### src/rtl/rtc_regbank_pkg.sv
package rtc_regbank_pkg;
  localparam int REG_A_IDX = 10;
  localparam int REG_B_IDX = 11;
  localparam int REG_C_IDX = 12;
  localparam int REG_D_IDX = 13;
  localparam int UIP_BIT   = 7;
  localparam int PIE_BIT   = 6;

  typedef struct packed {
    logic idxWr;
    logic memWr;
    logic toggleA;
    logic clearC;
  } bankStrobes_t;
endpackage

### src/rtl/rtc_ctrl.sv
module rtc_ctrl
  import rtc_regbank_pkg::*;
#(
  parameter int IDX_W = 7
) (
  input  logic             clk,
  input  logic             rstN,
  input  logic             busSel,
  input  logic             busWe,
  input  logic             busAddr,
  input  logic             tick,
  input  logic [IDX_W-1:0] curIdx,
  input  logic             periodicEn,
  output bankStrobes_t     strobes,
  output logic             irqOut
);
  logic wrAcc, rdData, idxIsC, idxIsD;
  logic irqQ;

  assign wrAcc  = busSel && busWe;
  assign rdData = busSel && !busWe && busAddr;
  assign idxIsC = (curIdx == IDX_W'(REG_C_IDX));
  assign idxIsD = (curIdx == IDX_W'(REG_D_IDX));

  always_comb begin
    strobes.idxWr   = wrAcc && !busAddr;
    strobes.memWr   = wrAcc && busAddr && !idxIsC && !idxIsD;
    strobes.toggleA = rdData && (curIdx == IDX_W'(REG_A_IDX));
    strobes.clearC  = rdData && idxIsC;
  end

  // Tick has priority over the clear so no event is lost.
  always_ff @(posedge clk) begin
    if (!rstN) irqQ <= 1'b0;
    else if (tick && periodicEn) irqQ <= 1'b1;
    else if (strobes.clearC) irqQ <= 1'b0;
  end

  assign irqOut = irqQ;

  assert_irq_set_R6: assert property (@(posedge clk) disable iff (!rstN)
    (tick && periodicEn) |=> irqOut);

  assert_irq_hold_R7: assert property (@(posedge clk) disable iff (!rstN)
    (irqOut && !(busSel && !busWe && busAddr && idxIsC)) |=> irqOut);

  assert_irq_quiet_R8: assert property (@(posedge clk) disable iff (!rstN)
    (!irqOut && !(tick && periodicEn)) |=> !irqOut);
endmodule

### src/rtl/rtc_datapath.sv
module rtc_datapath
  import rtc_regbank_pkg::*;
#(
  parameter int IDX_W  = 7,
  parameter int DATA_W = 8
) (
  input  logic              clk,
  input  logic              rstN,
  input  bankStrobes_t      strobes,
  input  logic              busAddr,
  input  logic [DATA_W-1:0] busWdata,
  output logic [DATA_W-1:0] busRdata,
  output logic [IDX_W-1:0]  curIdx,
  output logic              periodicEn
);
  localparam int NUM_REGS = 1 << IDX_W;

  logic [DATA_W-1:0] bank [NUM_REGS];
  logic [IDX_W-1:0]  idxQ;

  always_ff @(posedge clk) begin
    if (!rstN) begin
      idxQ <= '0;
      for (int i = 0; i < NUM_REGS; i++) bank[i] <= '0;
    end else begin
      if (strobes.idxWr) idxQ <= busWdata[IDX_W-1:0];
      if (strobes.memWr) bank[idxQ] <= busWdata;
      if (strobes.toggleA) bank[REG_A_IDX][UIP_BIT] <= ~bank[REG_A_IDX][UIP_BIT];
      if (strobes.clearC) bank[REG_C_IDX] <= '0;
    end
  end

  assign curIdx     = idxQ;
  assign periodicEn = bank[REG_B_IDX][PIE_BIT];
  assign busRdata   = busAddr ? bank[idxQ] : '1;

  assert_idx_low_bits_R1: assert property (@(posedge clk) disable iff (!rstN)
    strobes.idxWr |=> (curIdx == $past(busWdata[IDX_W-1:0])));

  assert_protect_R4: assert property (@(posedge clk) disable iff (!rstN)
    strobes.memWr |-> (idxQ != IDX_W'(REG_C_IDX) && idxQ != IDX_W'(REG_D_IDX)));

  assert_uip_flip_R5: assert property (@(posedge clk) disable iff (!rstN)
    strobes.toggleA |=> (bank[REG_A_IDX][UIP_BIT] != $past(bank[REG_A_IDX][UIP_BIT])));

  assert_c_cleared_R7: assert property (@(posedge clk) disable iff (!rstN)
    strobes.clearC |=> (bank[REG_C_IDX] == '0));
endmodule

### src/rtl/rtc_regbank.sv
module rtc_regbank
  import rtc_regbank_pkg::*;
#(
  parameter int IDX_W  = 7,
  parameter int DATA_W = 8
) (
  input  logic              clk,
  input  logic              rstN,
  input  logic              busSel,
  input  logic              busWe,
  input  logic              busAddr,
  input  logic [DATA_W-1:0] busWdata,
  output logic [DATA_W-1:0] busRdata,
  input  logic              tick,
  output logic              irqOut
);
  bankStrobes_t     strobes;
  logic [IDX_W-1:0] curIdx;
  logic             periodicEn;

  rtc_ctrl #(.IDX_W(IDX_W)) uCtrl (
    .clk(clk), .rstN(rstN), .busSel(busSel), .busWe(busWe),
    .busAddr(busAddr), .tick(tick), .curIdx(curIdx),
    .periodicEn(periodicEn), .strobes(strobes), .irqOut(irqOut)
  );

  rtc_datapath #(.IDX_W(IDX_W), .DATA_W(DATA_W)) uData (
    .clk(clk), .rstN(rstN), .strobes(strobes), .busAddr(busAddr),
    .busWdata(busWdata), .busRdata(busRdata), .curIdx(curIdx),
    .periodicEn(periodicEn)
  );

  assert_index_read_R2: assert property (@(posedge clk) disable iff (!rstN)
    (busSel && !busWe && !busAddr) |-> (busRdata == '1));
endmodule

### config.mk
export PLATFORM = sky130hd
export DESIGN_NAME = rtc_regbank
export DESIGN_NICKNAME = d
export VERILOG_FILES = /design/src/rtl/rtc_regbank_pkg.sv /design/src/rtl/rtc_ctrl.sv /design/src/rtl/rtc_datapath.sv /design/src/rtl/rtc_regbank.sv
export SDC_FILE = /design/constraint.sdc
export NUM_CORES = 2
export LEC_CHECK = 0
export BUFFER_PORTS_ARGS = -buffer_cell sky130_fd_sc_hd__buf_2
export CAP_MARGIN = 0
export CORE_UTILIZATION = 45
export CTS_CLUSTER_DIAMETER = 100
export DETAILED_ROUTE_END_ITERATION = 6
export GPL_ROUTABILITY_DRIVEN = 0
export SETUP_SLACK_MARGIN = 0.4
export SLEW_MARGIN = 20
export SYNTH_ARGS = -nofsm -noshare
export SYNTH_HDL_FRONTEND = slang
export SYNTH_HIERARCHICAL = 1
export SYNTH_SLANG_ARGS = --single-unit
### constraint.sdc
create_clock -name clk -period 8.9 [get_ports clk]
set_clock_uncertainty 0.1 [all_clocks]
set_input_delay 1.335 -clock clk [delete_from_list [all_inputs] [get_ports clk]]
set_output_delay 1.335 -clock clk [all_outputs]
set_load 0.02 [all_outputs]
==> impl_metrics.py <==
metrics = {
    "logic_synthesis": {
        "ys_types": 37,
        "syn-num-nets": 3327,
        "synth_seq_area_share_pct": 63.7,
        "netlist_instances": 3313,
        "synth_area_sq_um": 48600,
        "synth_area_per_cell_sq_um": 14.7,
        "ys.warnings.count": 6,
        "synth_seq_cells": 1039,
    },
    "placement": {
        "io_buffers": 22,
        "placedCellCount": 4474,
        "dp_hpwl_mm": 82.0,
        "dpl_cell_area_sq_um": 49600,
    },
    "run_status": {
        "outcome": "finished, final reports clean",
    },
    "power_and_ir_drop": {
        "switchingPower_uw": 2370,
        "p_int_uw": 8280,
        "comb_power_share_pct": 5.4,
        "p_leak_uw": 0.0187,
        "peakVddDrop_uv": 149,
        "p_seq_share_pct": 52.5,
        "clock_power_share_pct": 42.1,
        "sw_frac_of_total_pct": 22.3,
        "powerDensity_nw_per_um2": 200,
    },
    "timing": {
        "period_minus_slack_ns": 6.40,
        "relSlewSlack_pct": 19.8,
        "fin_tns_setup_ns": 0,
        "hold_viol_final": 0,
        "fmax_ghz": 0.156,
        "tightest_slew_ns": 1.19,
        "finalSetupViolCount": 0,
        "rsz0062_at_grt": "false",
        "finalMaxSlewViolations": 0,
        "finalCritPeriodShare_pct": 71.9,
    },
    "min_path": {
        "worstHoldPathCells": 1,
        "hp-class": "register to register",
    },
    "drt": {
        "routedWlPerCell_um": 27.8,
        "finalWirelength_mm": 130,
        "route.detailed.drc": 0,
        "drtAntennaViolNets": 0,
        "routed_via_density": 5.94,
        "first_pass_iters": 5,
        "vias": 27800,
        "drt-initial-drc-count": 2952,
    },
    "floorplan": {
        "die_h_um": 331,
        "dieArea_sq_um": 109000,
        "die_w_um": 331,
        "core_sq_um": 107000,
        "initial_core_util_pct": 45.4,
        "rows": 120,
        "ios": 23,
    },
    "clock_network": {
        "clkTransAtPathRegs_ns": 0.06,
        "tritoncts": "built",
        "root_buffer": "clkbuf_16",
        "max-clock-path-buffers": 3,
        "cts_setup_buffers": 0,
        "htreeDepth": 3,
        "cts_resized": 0,
        "cts_buffers": 109,
        "clock_latency_ns": 0.71,
        "numClockSinks": 1039,
        "cts_hold_buf": 0,
    },
    "finish": {
        "nets": 3197,
        "mostFrequentLayoutCell": "and2_1",
        "fill_cells": 8928,
        "fin_cells": 4678,
        "syn_to_final_growth_pct": 9.26,
        "layout-drive-gt1-share_pct": 15.8,
        "mostFrequentLayoutCells": "1,017 x and2_1, 1,016 x edfxtp_1, 256 x mux4_2, 201 x o21ai_0, 128 x nor2_1",
        "final_area_sq_um": 53100,
        "antenna_cells": 0,
    },
    "global_routing": {
        "grt_usage_pct": 24.0,
        "grt_start_max_net_pins": 124,
        "antenna_found_initial": 4,
        "grt_pass1_vias": 28100,
        "grt_pass1_wl_mm": 191,
        "overflow": 0,
    },
    "critical_path": {
        "crit_family": "compound AO/OA/AOI/OAI gates",
        "slowest_delay_ns": 1.02,
        "required_ns": 7.47,
        "cp-start-kind": "register",
        "path_cells": "buf_4 > mux4_2 > mux2i_1 > a221oi_1 > a221oi_1 > nor2_1 > buf_2",
        "arrival_ns": 4.96,
        "cp_num_buf_inv": 2,
        "crit_type": "register to primary output",
        "cp_common_cell": "a221oi_1",
        "ff2ff_path_depth": 6,
        "cp_max_fo": 49,
        "cp.depth": 7,
        "cp-end-kind": "primary output",
        "slowest_stage": "a221oi_1",
    },
    "run": {
        "max_cap_violations": 0,
    },
}
==> through the flow <==
step	setup WS, ns	hold slack, ns	total power, uW	util (%)
after floorplan	5.39	0.344	6020	-
after global placement	3.30	0.357	6250	46.3
after detailed placement	3.29	0.362	6260	46.3
after CTS	2.52	0.379	10700	49.6
after global routing	2.40	0.396	10900	49.6
final	2.50	0.379	10600	49.6
==> path summary, 6_finish.rpt <==
check        slack [ns]                         endpoint                            from
max                2.50                      busRdata[4]                        register
min                0.38   uData/bank[12][4]$_SDFFE_PP0P_  uData/bank[12][4]$_SDFFE_PP0P_
max reg2reg        4.52  uData/bank[95][6]$_SDFFCE_PN0P_    uData/curIdx[4]$_SDFFE_PN0P_
min reg2reg        0.38   uData/bank[12][4]$_SDFFE_PP0P_  uData/bank[12][4]$_SDFFE_PP0P_
==> registers in the layout, summed over array words and instances (netlist names), named ones only <==
name,count
uData/bank,1024
uCtrl/irqOut,1
uData/curIdx,7
==> synth_stat cells <==
library cell	count	area (sq um)
and2_1	1018	6370
edfxtp_1	1016	30500
o21ai_0	273	1370
mux4_2	256	5770
clkbuf_1	243	912
nor2_1	128	480
mux2i_1	103	1030
a221oi_1	80	701
buf_2	33	165
dfxtp_1	23	460
nand2_1	15	56.3
nor2_2	15	93.8
buf_1	14	52.6
nor2b_1	14	87.6
o21ai_1	12	60.1
nand3_1	11	55.1
buf_4	10	75.1
buf_6	10	113
a22o_1	8	70.1
or2_2	6	37.5
nand3b_1	3	22.5
nand4_1	3	18.8
inv_1	2	7.51
inv_2	2	7.51
nand2b_1	2	12.5
or3b_1	2	17.5
a211oi_1	1	7.51
and2_0	1	6.26
and4_1	1	8.76
nor3b_1	1	7.51
nor4b_1	1	8.76
o22ai_1	1	6.26
o311a_1	1	10.0
or2_1	1	6.26
or3_1	1	6.26
or4b_1	1	10.0
or4bb_1	1	11.3
==> power by group through the flow <==
stage	sequential (uW)	combinational, uW	clock [uW]
floorplan	5640	376	0
global route	5600	606	4740
global placement	5680	565	0
finish	5590	576	4490
detailed placement	5690	574	0
CTS	5590	576	4560
==> metal layers <==
metal | vias up | part of all wire (%) | routed length [um] | global-route usage (%)
met5 | - | 0 | 0 | 0
met4 | 0 | 2.9 | 3750 | 7.51
met3 | 193 | 7.0 | 9110 | 3.85
met2 | 1038 | 49 | 64000 | 39.5
met1 | 14500 | 41 | 53200 | 32.8
li1 | 12000 | - | - | -
==> cells by family (layout without fill, tap and decap cells) <==
family	count (synthesis)	count (layout)	synth area share [%]
DFF	1039	1039	63.7
muxes	359	359	14.0
buffers and inverters	314	276	2.74
and+or+nand+nor	1225	1225	15.0
AOI/OAI and AO/OA	376	376	4.57
==> worst register-to-register path, cell delays in order, from the launching register on <==
cell and delay [ns]:
dfxtp_1 0.53, or4b_1 0.28, or3b_1 0.20, and4_1 0.22, and2_1 0.41, nand4_1 0.95, o21ai_0 1.29
==> cell type report <==
class                      count  area (sq um)  share of cell area [%]
clock buffer                 139          2920                    5.50
inverter                       4          17.5                  0.0330
multi-input combinational   1960         16400                    30.8
clock inverter                64           596                    1.12
sequential                  1039         31000                    58.3
tap                         1403          1760                    3.30
timing repair buffer          69           512                   0.963
(Power assumes the default switching activity.)
